--- config.mk ---
export PLATFORM = sky130hd
export DESIGN_NAME = cp_test_ctrl
export DESIGN_NICKNAME = d
export VERILOG_FILES = /design/src/rtl/cp_pkg.sv /design/src/rtl/cp_mode_dec.sv /design/src/rtl/cp_pump_ovr.sv /design/src/rtl/cp_ref_div.sv /design/src/rtl/cp_lock_mux.sv /design/src/rtl/cp_test_ctrl.sv
export SDC_FILE = /design/constraint.sdc
export NUM_CORES = 1
export LEC_CHECK = 0
export BUFFER_PORTS_ARGS = -buffer_cell sky130_fd_sc_hd__buf_2
export CAP_MARGIN = 20
export CORE_UTILIZATION = 51
export CTS_CLUSTER_DIAMETER = 120
export CTS_CLUSTER_SIZE = 16
export DETAILED_ROUTE_END_ITERATION = 10
export GPL_ROUTABILITY_DRIVEN = 0
export GPL_TIMING_DRIVEN = 0
export PLACE_DENSITY = 0.76
export SYNTH_ARGS = -nofsm -noshare
export SYNTH_HDL_FRONTEND = slang
export SYNTH_SLANG_ARGS = --single-unit
export TNS_END_PERCENT = 50
--- constraint.sdc ---
create_clock -name clk -period 1.75 [get_ports clk]
set_clock_uncertainty 0.2 [all_clocks]
set_input_delay 0.0875 -clock clk [delete_from_list [all_inputs] [get_ports clk]]
set_output_delay 0.0875 -clock clk [all_outputs]
set_load 0.01 [all_outputs]
--- src/rtl/cp_pkg.sv ---
package cp_pkg;

  typedef enum logic [2:0] {
    MODE_AUTO_ON  = 3'b000,
    MODE_AUTO_OFF = 3'b001,
    MODE_OFF_A    = 3'b010,
    MODE_OFF_B    = 3'b011,
    MODE_SINK     = 3'b100,
    MODE_SOURCE   = 3'b101,
    MODE_SHOW_REF = 3'b110,
    MODE_SHOW_VCO = 3'b111
  } cp_mode_e;

  typedef struct packed {
    logic auto_sw;
    logic force_off;
    logic force_snk;
    logic force_src;
    logic route_ref;
    logic route_vco;
    logic test_act;
  } cp_flags_t;

endpackage

--- src/rtl/cp_mode_dec.sv ---
module cp_mode_dec
  import cp_pkg::*;
(
  input  logic       clk,
  input  logic       rst_n,
  input  logic [2:0] test_bits,
  output cp_flags_t  flags
);
  cp_mode_e mode_q, mode_d;

  always_comb begin
    mode_d = cp_mode_e'(test_bits);
  end

  always_ff @(posedge clk or negedge rst_n) begin
    if (!rst_n) mode_q <= MODE_AUTO_OFF;
    else        mode_q <= mode_d;
  end

  always_comb begin
    flags           = '0;
    flags.test_act  = mode_q[2];
    unique case (mode_q)
      MODE_AUTO_ON:          flags.auto_sw   = 1'b1;
      MODE_OFF_A, MODE_OFF_B: flags.force_off = 1'b1;
      MODE_SINK:             flags.force_snk = 1'b1;
      MODE_SOURCE:           flags.force_src = 1'b1;
      MODE_SHOW_REF:         flags.route_ref = 1'b1;
      MODE_SHOW_VCO:         flags.route_vco = 1'b1;
      default:               ;
    endcase
  end

  assert_one_force_R5: assert property (@(posedge clk) disable iff (!rst_n)
    $onehot0({flags.force_off, flags.force_snk, flags.force_src, flags.auto_sw}));
endmodule

--- src/rtl/cp_pump_ovr.sv ---
module cp_pump_ovr
  import cp_pkg::*;
(
  input  logic      clk,
  input  logic      rst_n,
  input  cp_flags_t flags,
  input  logic      in_lock,
  input  logic      pd_up,
  input  logic      pd_dn,
  input  logic      cur_hi_req,
  output logic      pump_src,
  output logic      pump_snk,
  output logic      pump_hi,
  output logic      auto_low_n
);
  logic low_forced;

  always_comb begin
    low_forced = flags.auto_sw & in_lock;
    auto_low_n = ~low_forced;
    pump_hi    = cur_hi_req & ~low_forced;
    if (flags.force_off) begin
      pump_src = 1'b0;
      pump_snk = 1'b0;
    end else if (flags.force_snk) begin
      pump_src = 1'b0;
      pump_snk = 1'b1;
    end else if (flags.force_src) begin
      pump_src = 1'b1;
      pump_snk = 1'b0;
    end else begin
      pump_src = pd_up & ~pd_dn;
      pump_snk = pd_dn & ~pd_up;
    end
  end

  assert_no_contention_R5: assert property (@(posedge clk) disable iff (!rst_n)
    !(pump_src && pump_snk));
  assert_off_idle_R4: assert property (@(posedge clk) disable iff (!rst_n)
    flags.force_off |-> (!pump_src && !pump_snk));
  assert_low_when_locked_R3: assert property (@(posedge clk) disable iff (!rst_n)
    (flags.auto_sw && in_lock) |-> (!pump_hi && !auto_low_n));
endmodule

--- src/rtl/cp_ref_div.sv ---
module cp_ref_div #(
  parameter int DIV_DFLT   = 640,
  parameter int DIV_WIDE   = 1024,
  parameter int DIV_NARROW = 512
) (
  input  logic       clk,
  input  logic       rst_n,
  input  logic [1:0] ratio_sel,
  output logic       ref_tick
);
  localparam int DIV_MAX0 = (DIV_DFLT > DIV_WIDE) ? DIV_DFLT : DIV_WIDE;
  localparam int DIV_MAX  = (DIV_MAX0 > DIV_NARROW) ? DIV_MAX0 : DIV_NARROW;
  localparam int CNT_W    = $clog2(DIV_MAX);

  logic [CNT_W-1:0] cnt_q, cnt_d, limit;
  logic [1:0]       ratio_q, ratio_d;
  logic             tick_q, tick_d;
  logic             restart;

  always_comb begin
    unique case (ratio_q)
      2'b01:   limit = CNT_W'(DIV_WIDE - 1);
      2'b11:   limit = CNT_W'(DIV_NARROW - 1);
      default: limit = CNT_W'(DIV_DFLT - 1);
    endcase
  end

  always_comb begin
    restart = (ratio_sel != ratio_q);
    ratio_d = ratio_q;
    tick_d  = 1'b0;
    if (restart) begin
      ratio_d = ratio_sel;
      cnt_d   = '0;
    end else if (cnt_q == limit) begin
      cnt_d  = '0;
      tick_d = 1'b1;
    end else begin
      cnt_d = cnt_q + 1'b1;
    end
  end

  always_ff @(posedge clk or negedge rst_n) begin
    if (!rst_n) begin
      cnt_q   <= '0;
      ratio_q <= 2'b00;
      tick_q  <= 1'b0;
    end else begin
      cnt_q   <= cnt_d;
      ratio_q <= ratio_d;
      tick_q  <= tick_d;
    end
  end

  assign ref_tick = tick_q;

  assert_restart_R11: assert property (@(posedge clk) disable iff (!rst_n)
    restart |=> (cnt_q == '0 && !ref_tick));
  assert_tick_single_R10: assert property (@(posedge clk) disable iff (!rst_n)
    ref_tick |=> !ref_tick);
  assert_cnt_bound_R10: assert property (@(posedge clk) disable iff (!rst_n)
    cnt_q <= CNT_W'(DIV_MAX - 1));
endmodule

--- src/rtl/cp_lock_mux.sv ---
module cp_lock_mux
  import cp_pkg::*;
(
  input  logic      clk,
  input  logic      rst_n,
  input  cp_flags_t flags,
  input  logic      in_lock,
  input  logic      ref_tick,
  input  logic      vco_pulse,
  output logic      lock_out
);
  logic half_q, half_d;

  always_comb begin
    half_d = half_q;
    if (vco_pulse) half_d = ~half_q;
  end

  always_ff @(posedge clk or negedge rst_n) begin
    if (!rst_n) half_q <= 1'b0;
    else        half_q <= half_d;
  end

  always_comb begin
    if (flags.route_ref)      lock_out = ref_tick;
    else if (flags.route_vco) lock_out = half_q;
    else                      lock_out = in_lock;
  end

  assert_toggle_R8: assert property (@(posedge clk) disable iff (!rst_n)
    vco_pulse |=> (half_q != $past(half_q)));
  assert_hold_R8: assert property (@(posedge clk) disable iff (!rst_n)
    !vco_pulse |=> $stable(half_q));
endmodule

--- src/rtl/cp_test_ctrl.sv ---
module cp_test_ctrl
  import cp_pkg::*;
#(
  parameter int DIV_DFLT   = 640,
  parameter int DIV_WIDE   = 1024,
  parameter int DIV_NARROW = 512
) (
  input  logic       clk,
  input  logic       rst_n,
  input  logic [2:0] test_bits,
  input  logic [1:0] ratio_sel,
  input  logic       in_lock,
  input  logic       pd_up,
  input  logic       pd_dn,
  input  logic       cur_hi_req,
  input  logic       vco_pulse,
  output logic       pump_src,
  output logic       pump_snk,
  output logic       pump_hi,
  output logic       auto_low_n,
  output logic       lock_out,
  output logic       adc_invalid,
  output logic       ref_tick
);
  logic [1:0] rst_sync_q;
  logic       rst_int_n;
  cp_flags_t  flags;

  always_ff @(posedge clk or negedge rst_n) begin
    if (!rst_n) rst_sync_q <= 2'b00;
    else        rst_sync_q <= {rst_sync_q[0], 1'b1};
  end
  assign rst_int_n = rst_sync_q[1];

  cp_mode_dec u_mode (
    .clk       (clk),
    .rst_n     (rst_int_n),
    .test_bits (test_bits),
    .flags     (flags)
  );

  cp_pump_ovr u_pump (
    .clk        (clk),
    .rst_n      (rst_int_n),
    .flags      (flags),
    .in_lock    (in_lock),
    .pd_up      (pd_up),
    .pd_dn      (pd_dn),
    .cur_hi_req (cur_hi_req),
    .pump_src   (pump_src),
    .pump_snk   (pump_snk),
    .pump_hi    (pump_hi),
    .auto_low_n (auto_low_n)
  );

  cp_ref_div #(
    .DIV_DFLT   (DIV_DFLT),
    .DIV_WIDE   (DIV_WIDE),
    .DIV_NARROW (DIV_NARROW)
  ) u_div (
    .clk       (clk),
    .rst_n     (rst_int_n),
    .ratio_sel (ratio_sel),
    .ref_tick  (ref_tick)
  );

  cp_lock_mux u_lock (
    .clk       (clk),
    .rst_n     (rst_int_n),
    .flags     (flags),
    .in_lock   (in_lock),
    .ref_tick  (ref_tick),
    .vco_pulse (vco_pulse),
    .lock_out  (lock_out)
  );

  assign adc_invalid = flags.test_act;

  assert_adc_flag_R9: assert property (@(posedge clk) disable iff (!rst_int_n)
    adc_invalid |-> !auto_low_n == 1'b0);
endmodule

==> summary.md <==
| Metric | Value |
|---|---|
| First-pass GRT wire length | `2953 um` |
| Required @ worst endpoint | `1460 ps` |
| Total CTS buffers | `3` |
| Final Cycle Share | `103.7%` |
| # DRC | `6` |
| Synthesized area per cell | `11.20 um2` |
| Die width | `43.38 um` |
| DIE HEIGHT | `43.38 um` |
| Worst setup EP type | `primary output` |
| Setup violation total in the final timing report | `1` |
| Post-Syn Area | `873.3 um2` |
| First-pass iteration count of the detailed router | `7` |
| Setup_tns | `-64.95 ps` |
| Clk buf depth | `2` |
| R2R setup slack | `70 ps` |
| Reg2Reg Depth | `3` |
| Critical path launch point | `u_mode.mode_q[1]` |
| Reg2Reg Capture Point | `u_div.cnt_q[9]` |
| CP endpoint | `pump_hi` |
| Total gr overflow | `0` |
| Number of enable flip-flop cells after synthesis | `0` |
| Final nets | `126` |
| Number of global-route vias before repair | `677` |
| Worst slew pin tran | `674.0 ps` |
| DIE AREA | `1882 um2` |
| I/O pins | `19` |
| Most frequent cells after synthesis | `dfrtp_1, nand2_1, inv_1, o21ai_0, xnor2_1` |
| Met3 Wirelength | `79 um` |
| Drt total wl | `1751 um` |
| Routed Antenna Nets | `0` |
| Post-Place Cells | `112` |
| Final Hold Fails | `0` |
| Layout cell share with drive strength beyond 1 | `35.71%` |
| Worst setup margin | `-64.95 ps` |
| Fin. max-slew vios | `0` |
| CP arrival | `1530 ps` |
| Max Cap Viol | `0` |
| Power Total | `826.8 uW` |
| Primary FF master, synth | `dfrtp_1` |
| Largest net degree at the start of global routing | `18` |
| # fillers | `104` |
| Placement Rows | `14` |
| Top-count cell post-synth | `dfrtp_1` |
| CP Launch Type | `register` |
| Layout area overhead | `34.53%` |
| Internal power | `613.4 uW` |
| Combinational Power Share | `13.2%` |
| Max Freq | `0.5510 GHz` |
| CORE AREA | `1559 um2` |
| Synth area leader | `dfrtp_1` |
| RSZ-0062 raised after global routing | `true` |
| Clock sink total | `19` |
| Routed vias/inst | `5.695` |
| Switch share | `25.81%` |
| Slew HR | `55.07%` |
| Failing checks | `design-rule violations, negative setup slack` |
| Reg power frac | `59.4%` |
| VDD IR max | `0.5021 mV` |
| Post-Place Worst Slack | `-23.78 ps` |
| Routed via count | `729` |
| Switch Pwr | `213.4 uW` |
| Post-synth top area share | `51.58%` |
| Power per Cell Area | `703.8 nW/um2` |
| Leakage | `0.5032 nW` |
| Iter 0 DRT Violations | `15` |
| Antenna cell count | `0` |
| Type of the most critical hold path | `reg -> async` |
| Initial antenna violation count | `0` |
| Starting Density | `56.02%` |
| Later-pin clock latency in the skew report | `300 ps` |
| Post-synthesis cell count | `78` |
| Status | `finished, violations left` |
| Worst-path maximum fanout | `3` |
| Multi-input gate area | `415.4 um2` |
| Fin cells | `128` |
| Root Buffer | `clkbuf_4` |
| Sequential element share of the synthesized area | `54.58%` |
| Warnings, synthesis | `0` |
| Distinct cell type count after synthesis | `33` |
| Top sig layer | `met4` |
| Synth area leaders | `dfrtp_1, xnor2_1, dfstp_2, xor2_1, a211oi_1` |
| I/O Buffers | `18` |
| Reg clk slew, reported paths | `110 ps` |
| Fin crit period | `1815 ps` |
| Clock network fraction of total power | `27.4%` |
| #FFs+latches synth | `19` |
| CTS tree | `done` |
| Met1 WL | `747 um` |
| WL met2 | `901 um` |
| Async S/R FF share, synth | `100.0%` |
| Crit path kind | `reg -> out` |
| H-tree Lvls | `1` |
| Wire length per cell | `13.68 um` |
| Total GRT Usage | `21.66%` |
| DP HPWL | `1090 um` |
| FF-to-FF Start | `u_div.cnt_q[3]` |
| Reg area | `479.2 um2` |
| Synth Net Count | `91` |
-- cell type report --
class	count	share of cell area (%)
buffer	3	0.9585
clock buffer	3	1.917
clock inverter	1	0.4260
inverter	4	1.278
multi-input combinational	52	35.36
sequential	19	40.79
tap	16	1.704
timing repair buffer	30	17.57
-- per-layer routing --
| layer | track usage, % | vias up |
|---|---|---|
| met1 | 28.01 | 351 |
| li1 | - | 352 |
| met2 | 36.67 | 22 |
| met3 | 2.917 | 4 |
| met4 | 9.375 | 0 |
| met5 | 0 | - |
-- state kept, by name, indices dropped and copies added (netlist names) --
register	cells
u_div.ratio_q	2
u_lock.half_q	1
rst_sync_q	2
u_div.ref_tick	1
u_div.cnt_q	10
u_mode.mode_q	3
-- worst max-delay path: stages, from the launching register on --
cell and delay, ps:
dfrtp_1 420, or4b_4 540, and2_4 160, buf_6 110
-- placed cells by master, fill, tap and decap left out, drive strengths merged, types with 4 or more instances in the layout --
cell type | netlist | final
o21ai | 4 | 4
dfrtp | 18 | 18
inv | 4 | 4
nand2 | 5 | 5
buf | 0 | 22
clkbuf | 3 | 6
dlygate4sd3 | 0 | 8
xnor2 | 4 | 4
-- through the flow --
stage	utilization (%)	hold WS [ps]	area, um2
floorplan	-	-408.1	873.3
global placement	63.08	-327.9	983.4
CTS	71.67	111.7	1117
global route	75.36	165.8	1175
detailed placement	63.08	-325.1	983.4
finish	75.36	85.02	1175
-- power groups by stage --
stage                     Combinational [mW]  Clock, mW  Sequential (mW)
after global routing                   0.122      0.241            0.497
after CTS                             0.0964      0.223            0.489
final                                  0.109      0.227            0.491
after detailed placement              0.0761          0            0.500
after floorplan                       0.0474          0            0.494
after global placement                0.0752          0            0.498
-- worst min path at each step --
stage / end / slack, ps
2_1_floorplan: rst_sync_q[0] / -410
3_3_place_gp: rst_sync_q[0] / -330
3_5_place_dp: rst_sync_q[0] / -330
4_1_cts: u_lock.half_q / 110
5_1_grt: u_lock.half_q / 170
6_report: u_lock.half_q / 90
-- kinds of logic after synthesis --
| logic type | Yosys count | share of synthesized area, % |
|---|---|---|
| simple gates | 23 | 16.19 |
| flops | 19 | 54.58 |
| compound gates | 18 | 14.90 |
| xor+xnor | 7 | 7.020 |
| buf+inv | 7 | 3.008 |
| mux | 2 | 2.435 |
| fa+ha+maj | 1 | 1.432 |
| other cells | 1 | 0.4294 |
-- timing repair --
action | CTS | global route
gates resized for setup | 3 | 9
cloned | 0 | 0
endpoints found under the setup margin | 8 | 4
buffers inserted | 2 | 2
endpoints found under the hold margin | 8 | 0
pin swaps | 0 | 3
hold buffers | 8 | 0
No activity file was read; power rests on OpenSTA's default activity.
